$ cat src/rtl/frac_div_pkg.sv
package frac_div_pkg;
  localparam int DIV_W    = 12;
  localparam int SLOTS    = 2;
  localparam int A_LSB    = 0;
  localparam int B_LSB    = A_LSB + DIV_W;
  localparam int DUAL_BIT = 28;
  localparam int OEN_BIT  = 30;
  localparam int IEN_BIT  = 31;
  localparam int BYP_BIT  = 24;

  typedef struct packed {
    logic dual;
    logic bypass;
    logic in_en;
    logic out_en;
  } div_ctl_t;

  function automatic div_ctl_t get_ctl(logic [31:0] w0, logic [31:0] w1);
    div_ctl_t c;
    c.dual   = w0[DUAL_BIT];
    c.bypass = w1[BYP_BIT];
    c.in_en  = w0[IEN_BIT];
    c.out_en = w0[OEN_BIT];
    return c;
  endfunction
endpackage

$ cat src/rtl/frac_div_cfg_decode.sv
module frac_div_cfg_decode
  import frac_div_pkg::*;
(
  input  logic [31:0]                  cfg0_i,
  input  logic [31:0]                  cfg1_i,
  output logic [SLOTS-1:0][DIV_W-1:0]  div_lim_o,
  output logic [SLOTS-1:0][DIV_W-1:0]  rep_lim_o,
  output div_ctl_t                     ctl_o
);
  for (genvar s = 0; s < SLOTS; s++) begin : g_slot
    localparam int LSB = A_LSB + s * DIV_W;
    assign div_lim_o[s] = cfg0_i[LSB +: DIV_W];
    assign rep_lim_o[s] = cfg1_i[LSB +: DIV_W];
  end

  assign ctl_o = get_ctl(cfg0_i, cfg1_i);
endmodule

$ cat src/rtl/frac_div_period_ctr.sv
module frac_div_period_ctr #(
  parameter int W = 12
) (
  input  logic         clk_i,
  input  logic         rst_ni,
  input  logic         run_i,
  input  logic [W-1:0] lim_i,
  output logic         wrap_o,
  output logic         start_o
);
  logic [W-1:0] cnt_q;

  // >= so a shrinking limit mid-period cannot run away
  assign wrap_o  = run_i && (cnt_q >= lim_i);
  assign start_o = (cnt_q == '0);

  always_ff @(posedge clk_i or negedge rst_ni) begin
    if (!rst_ni)                cnt_q <= '0;
    else if (!run_i || wrap_o)  cnt_q <= '0;
    else                        cnt_q <= cnt_q + 1'b1;
  end

  assert_wrap_restarts_R2: assert property (@(posedge clk_i) disable iff (!rst_ni)
    wrap_o |=> start_o);

  assert_idle_holds_start_R5: assert property (@(posedge clk_i) disable iff (!rst_ni)
    !run_i |=> start_o);
endmodule

$ cat src/rtl/frac_div_phase_seq.sv
module frac_div_phase_seq #(
  parameter int W     = 12,
  parameter int SLOTS = 2
) (
  input  logic                      clk_i,
  input  logic                      rst_ni,
  input  logic                      run_i,
  input  logic                      wrap_i,
  input  logic                      dual_i,
  input  logic [SLOTS-1:0][W-1:0]   rep_lim_i,
  output logic                      phase_o
);
  logic [W-1:0] rep_q;
  logic         phase_q;

  always_ff @(posedge clk_i or negedge rst_ni) begin
    if (!rst_ni) begin
      rep_q   <= '0;
      phase_q <= 1'b0;
    end else if (!run_i) begin
      rep_q   <= '0;
      phase_q <= 1'b0;
    end else if (wrap_i) begin
      if (!dual_i) begin
        rep_q   <= '0;
        phase_q <= 1'b0;
      end else if (rep_q >= rep_lim_i[phase_q]) begin
        rep_q   <= '0;
        phase_q <= ~phase_q;
      end else begin
        rep_q   <= rep_q + 1'b1;
      end
    end
  end

  assign phase_o = phase_q;

  assert_single_stays_a_R3: assert property (@(posedge clk_i) disable iff (!rst_ni)
    (wrap_i && !dual_i) |=> !phase_o);

  assert_idle_phase_a_R5: assert property (@(posedge clk_i) disable iff (!rst_ni)
    !run_i |=> !phase_o);

  assert_phase_moves_on_wrap_R3: assert property (@(posedge clk_i) disable iff (!rst_ni)
    (run_i && !wrap_i) |=> $stable(phase_o));
endmodule

$ cat src/rtl/frac_div_out_gate.sv
module frac_div_out_gate (
  input  logic clk_i,
  input  logic rst_ni,
  input  logic load_i,
  input  logic out_en_i,
  output logic gate_o
);
  logic gate_q;

  always_ff @(posedge clk_i or negedge rst_ni) begin
    if (!rst_ni)     gate_q <= 1'b0;
    else if (load_i) gate_q <= out_en_i;
  end

  assign gate_o = gate_q;

  assert_gate_only_at_start_R6: assert property (@(posedge clk_i) disable iff (!rst_ni)
    !load_i |=> $stable(gate_o));
endmodule

$ cat src/rtl/frac_clk_div.sv
module frac_clk_div
  import frac_div_pkg::*;
(
  input  logic        clk_i,
  input  logic        rst_ni,
  input  logic [31:0] cfg0_i,
  input  logic [31:0] cfg1_i,
  output logic        tick_o,
  output logic        enabled_o
);
  logic [SLOTS-1:0][DIV_W-1:0] div_lim;
  logic [SLOTS-1:0][DIV_W-1:0] rep_lim;
  div_ctl_t                    ctl;
  logic                        run, wrap, start, phase, gate;
  logic [DIV_W-1:0]            lim;

  frac_div_cfg_decode u_dec (
    .cfg0_i    (cfg0_i),
    .cfg1_i    (cfg1_i),
    .div_lim_o (div_lim),
    .rep_lim_o (rep_lim),
    .ctl_o     (ctl)
  );

  assign run = ctl.in_en && !ctl.bypass;
  assign lim = (ctl.dual && phase) ? div_lim[1] : div_lim[0];

  frac_div_period_ctr #(.W(DIV_W)) u_ctr (
    .clk_i   (clk_i),
    .rst_ni  (rst_ni),
    .run_i   (run),
    .lim_i   (lim),
    .wrap_o  (wrap),
    .start_o (start)
  );

  frac_div_phase_seq #(.W(DIV_W), .SLOTS(SLOTS)) u_seq (
    .clk_i     (clk_i),
    .rst_ni    (rst_ni),
    .run_i     (run),
    .wrap_i    (wrap),
    .dual_i    (ctl.dual),
    .rep_lim_i (rep_lim),
    .phase_o   (phase)
  );

  // gate reloads only at period start (or while idle): no runt pulses
  frac_div_out_gate u_gate (
    .clk_i    (clk_i),
    .rst_ni   (rst_ni),
    .load_i   (!ctl.in_en || start),
    .out_en_i (ctl.out_en),
    .gate_o   (gate)
  );

  assign tick_o    = ctl.in_en && gate && (ctl.bypass || wrap);
  assign enabled_o = ctl.in_en || ctl.out_en;

  assert_no_tick_when_idle_R5: assert property (@(posedge clk_i) disable iff (!rst_ni)
    $fell(ctl.in_en) |-> !tick_o);
endmodule

$ cat config.mk
export PLATFORM = sky130hd
export DESIGN_NAME = frac_clk_div
export DESIGN_NICKNAME = d
export VERILOG_FILES = /design/src/rtl/frac_div_pkg.sv /design/src/rtl/frac_div_cfg_decode.sv /design/src/rtl/frac_div_period_ctr.sv /design/src/rtl/frac_div_phase_seq.sv /design/src/rtl/frac_div_out_gate.sv /design/src/rtl/frac_clk_div.sv
export SDC_FILE = /design/constraint.sdc
export NUM_CORES = 1
export LEC_CHECK = 0
export BUFFER_PORTS_ARGS = -buffer_cell sky130_fd_sc_hd__buf_2
export CAP_MARGIN = 10
export CORE_ASPECT_RATIO = 1.4
export CORE_MARGIN = 1.5
export CORE_UTILIZATION = 52
export DETAILED_ROUTE_END_ITERATION = 10
export PLACE_DENSITY = 0.78
export SETUP_SLACK_MARGIN = 0.3
export SYNTH_ARGS = -nofsm -noshare
export SYNTH_HDL_FRONTEND = slang
export SYNTH_SLANG_ARGS = --single-unit
$ cat constraint.sdc
create_clock -name clk_i -period 4.3 [get_ports clk_i]
set_input_delay 0.215 -clock clk_i [delete_from_list [all_inputs] [get_ports clk_i]]
set_output_delay 0.215 -clock clk_i [all_outputs]
set_load 0.1 [all_outputs]
## Word level (Yosys, flattened, before mapping)

Cells that the tools add are included.

- $add $sub $neg: 2
- $lt $le $gt $ge: 3
- Equal/unequal tests: 2
- Muxes and demuxes: 12
- Bitwise operators: 1
- Reduce and logical (&&, ||, !) cells: 14

Operators by type and width:

| kind | number |
|---|---|
| 12-bit two-way mux | 8 |
| 12-bit by 1-bit adder with 12-bit output (second input constant) | 2 |
| 12-bit >= comparator | 2 |
| 12-bit logical NOT | 1 |
| 1-bit logical AND | 5 |
| 1-bit logical OR | 4 |
| 1-bit two-way mux | 4 |
| 1-bit logical NOT | 3 |
| 3-bit by 2-bit != test with 1-bit output (second input constant) | 1 |
| 1-bit by 2-bit < comparator with 1-bit output (second input constant) | 1 |
| 2-bit != test (second input constant) | 1 |
| 2-bit AND reduction | 1 |
| 1-bit NOT | 1 |

- Flip-flop bits (word level): 26
- Bits of input ports: 66
- Output and inout port bits: 2
- Word-level logic and storage cells: 38

## Longest topological paths before layout

- Depth in word-level cells: 7
- Mapped depth: 12
- Gate-level depth less buffers: 9

## Cells and area by module

From an unflattened synthesis, not the netlist that was laid out.

- Cell total of the unflattened synthesis: 293
- Area total of the unflattened synthesis: 2668.8 µm²

By module, submodules not included:

| module | instances | cells each | area each (µm²) | sequential area each (µm²) |
|---|---|---|---|---|
| frac_div_phase_seq | 1 | 112 | 1036.0 | 325.3 |
| frac_div_period_ctr | 1 | 109 | 983.4 | 300.3 |
| frac_div_cfg_decode | 1 | 52 | 390.4 | 0.0 |
| frac_clk_div | 1 | 18 | 219.0 | 0.0 |
| frac_div_out_gate | 1 | 2 | 40.0 | 25.0 |

## Worst setup path after synthesis

No wires, ideal clock.

- Kind: flip-flop to output port
- From: register u_seq.phase_q, in the netlist u_seq.phase_o
- To: output tick_o
- Arrival: 3578 ps
- Required time: 4085 ps
- Slack: 507 ps
- Stages on the path, launching flop included: 10
- Buffers on the path: 2
- Cells stage by stage: dfrtp_1 > clkbuf_1 > nand2_1 > buf_1 > mux2i_1 > ha_1 > nand4_1 > nor3_1 > a2111oi_4 > a21oi_1

- Word-level cells in the longest chain between the ends: 6

RTL lines:

| element | RTL line | RTL |
|---|---|---|
| start: declaration | frac_div_phase_seq.sv:14 | `logic phase_q;` |
| start signal: assignment | frac_div_phase_seq.sv:29 | `phase_q <= ~phase_q;` |
| 1-bit logical AND | frac_clk_div.sv:26 | `assign lim = (ctl.dual && phase) ? div_lim[1] : div_lim[0];` |
| 12-bit two-way mux | frac_clk_div.sv:26 |  |
| 12-bit >= comparator | frac_div_period_ctr.sv:14 | `assign wrap_o = run_i && (cnt_q >= lim_i);` |
| 1-bit logical AND | frac_div_period_ctr.sv:14 |  |
| 1-bit logical OR | frac_clk_div.sv:56 | `assign tick_o = ctl.in_en && gate && (ctl.bypass \|\| wrap);` |
| 1-bit logical AND | frac_clk_div.sv:56 |  |
| end: declaration | frac_clk_div.sv:8 | `output logic tick_o,` |

Every way passes these cells.

## Worst setup path in the final report

Ends and elaborated chain as after synthesis.

==> metrics.cfg <==
[status]
status = finished with violations
violations = DRC

[clock_tree]
clockBufferDepth = 2
postCtsHoldBufs = 1
numCtsBuffers = 3
cts_setup_buffers = 0
cts.htree.levels = 1
clock-root-buffer = clkbuf_8
clkSinkCount = 26
clk_pin_slew_worst_paths_ps = 80
clock_latency_ps = 260
ctsResizeCount = 0
cts_tree = done

[min_path]
hold_path_class = in -> reg

[floorplan]
num_rows = 27
dieWidth_um = 57.69
initial_utilization = 0.5461
core_mm2 = 0.003986
ioPinCount = 68
die_y_um = 79.56
die-area_mm2 = 0.004589

[power]
p_per_area_mw_per_mm2 = 192.2
irDropWorstVdd_mv = 0.09209
p_leak_nw = 1.286

[synthesis]
synth_nets = 312
syn_area_mm2 = 0.002177
yosys.area.top_type = dfrtp_1
synth_edf_count = 0
synth_area_leaders = dfrtp_1 30%, ha_1 16%, mux2i_1 10%
synth-seq-cells = 26
avgSynthCellArea_um2 = 9.941
synthFlopType = dfrtp_1
synth_top_area_share = 0.2989
synthArstFlopShare = 1.000
ys_seq_area_frac = 0.2989
syn_inst = 219
yosysUniqueCellTypes = 44
ys_warn_count = 0

[place]
port_buffers = 55
post_dp_cell_area_mm2 = 0.002475
gp_congestion = 0.8403
place_hpwl_um = 3761

[cells_and_area]
nNetsFinal = 369
antenna_cells = 0
final_common_cell = buf_2
syn_to_final_growth_pct = 16.03
drive_gt1_frac = 0.2883
final_area_mm2 = 0.002526
mostFrequentLayoutCells = 55 x buf_2, 27 x ha_1, 26 x dfrtp_1

[setup_path]
critPathMostFrequentCell = a21o_1
max_stage_delay_ps = 770
required_ps = 4090
reg2reg_slack_ps = 830
end_kind = primary output
cpMaxStageDelayCell = dfrtp_1
crit_path_max_fanout = 15
crit_type = reg -> out
crit_arrival_ps = 3320
cp-start-kind = register
path_cells = nand2_1, buf_4, mux2i_1, ha_1, a21o_1, a21o_1, a2111oi_4, a21oi_1, buf_2

[routing]
drt_wl_total_um = 4623
vias = 1838
wl_per_cell_um = 14.58
antenna_left = 0
drc = 13
first_iter_violations = 47
vias_per_cell = 5.798
first_pass_iters = 7

[flow_run]
maxCapViolations = 0

[grt]
grt-ovfl-total = 0
grtUsageTotal = 0.2095
grt_max_degree = 27
grt_pass1_vias = 1826
grt_pass1_wl_um = 7665
antenna_found_initial = 0

[timing]
hold_viol = 0
setup_viol = 0
timing.hold.ws_ps = 190.6
rsz0062_at_grt = no
slew_viol_final = 0
fin_setup_tns_ps = 0
tightest_slew_ps = 665.9
fmax_ghz = 0.2830
relSlewSlack = 0.5561
finClkSkew_ps = 2.329
period_share = 0.8217
period_needed_ps = 3533

==> critical path, delay by kind of cell, from the launching register on <==
kind	cells	cell delay (ps)
compound gates	4	1160
flops	1	770
buf+inv	2	560
fa+ha+maj	1	300
mux	1	140
simple gates	1	110
==> cell usage after synthesis (2+ instances only) <==
library cell,instances
a21o_1,3
a21oi_1,6
a22o_1,8
and3_1,8
buf_1,2
clkbuf_1,2
dfrtp_1,26
ha_1,27
inv_1,5
mux2_2,4
mux2i_1,22
nand2_1,12
nand3_1,12
nand4_1,3
nor2_1,9
nor2_4,9
nor2b_1,6
nor3_1,6
nor4_1,2
o21ai_0,14
or2_2,2
xnor2_1,4
xor2_1,6
==> stage by stage <==
step	setup WS [ps]	utilization	power, mW	cells
detailed placement	811.0	0.6208	0.3585	313
CTS	730.5	0.6337	0.4918	317
floorplan	506.7	-	0.3190	219
global route	471.4	0.6337	0.5108	317
global placement	879.6	0.6208	0.3546	313
finish	766.6	0.6337	0.4855	317
==> flip-flops by register name, indices dropped and copies added (netlist names) <==
register	count
u_gate.gate_o	1
u_seq.rep_q	12
u_seq.phase_o	1
u_ctr.cnt_q	12
==> worst paths after layout <==
check                         startpoint             end  cells after the start
setup / recovery           u_seq.phase_o          tick_o                      9
hold / removal                cfg0_i[30]   u_gate.gate_o                      2
setup reg to reg           u_seq.phase_o  u_seq.rep_q[3]                     11
hold reg to reg            u_gate.gate_o   u_gate.gate_o                      1
max in group asynchronous         rst_ni  u_ctr.cnt_q[3]                      2
min in group asynchronous         rst_ni  u_ctr.cnt_q[7]                      2
==> where the power goes <==
| part | leakage, nW | switching [mW] | total, mW | internal [mW] |
|---|---|---|---|---|
| Sequential | 0.359 | 0.00622 | 0.253 | 0.247 |
| Clock | 0.0216 | 0.0699 | 0.133 | 0.0627 |
| Combinational | 0.906 | 0.0525 | 0.0996 | 0.0472 |
| Total | 1.29 | 0.129 | 0.485 | 0.357 |
==> kinds of logic after synthesis <==
kind of cell	Yosys count	share of synthesized area
AOI/OAI and AO/OA	42	0.1402
xor gates and xnor gates	10	0.04023
adders and majority gates	27	0.1552
buffers and inverters	11	0.02989
DFF	26	0.2988
muxes	26	0.1218
and+or+nand+nor	77	0.2138
==> per-layer routing <==
metal / part of all wire / global-route usage / up-vias
li1: - / - / 920
met1: 0.40 / 0.2197 / 845
met2: 0.53 / 0.4159 / 62
met3: 0.043 / 0.01297 / 11
met4: 0.025 / 0.08372 / 0
met5: 0 / 0 / -
==> layout make-up <==
| cell class | instances | area, um2 |
|---|---|---|
| inverter | 5 | 18.77 |
| clock buffer | 3 | 41.29 |
| multi-input combinational | 182 | 1461 |
| fill | 362 | 1460 |
| timing repair buffer | 58 | 300.3 |
| tap | 43 | 53.80 |
| sequential | 26 | 650.6 |
Power figures use the tool's default switching activity.
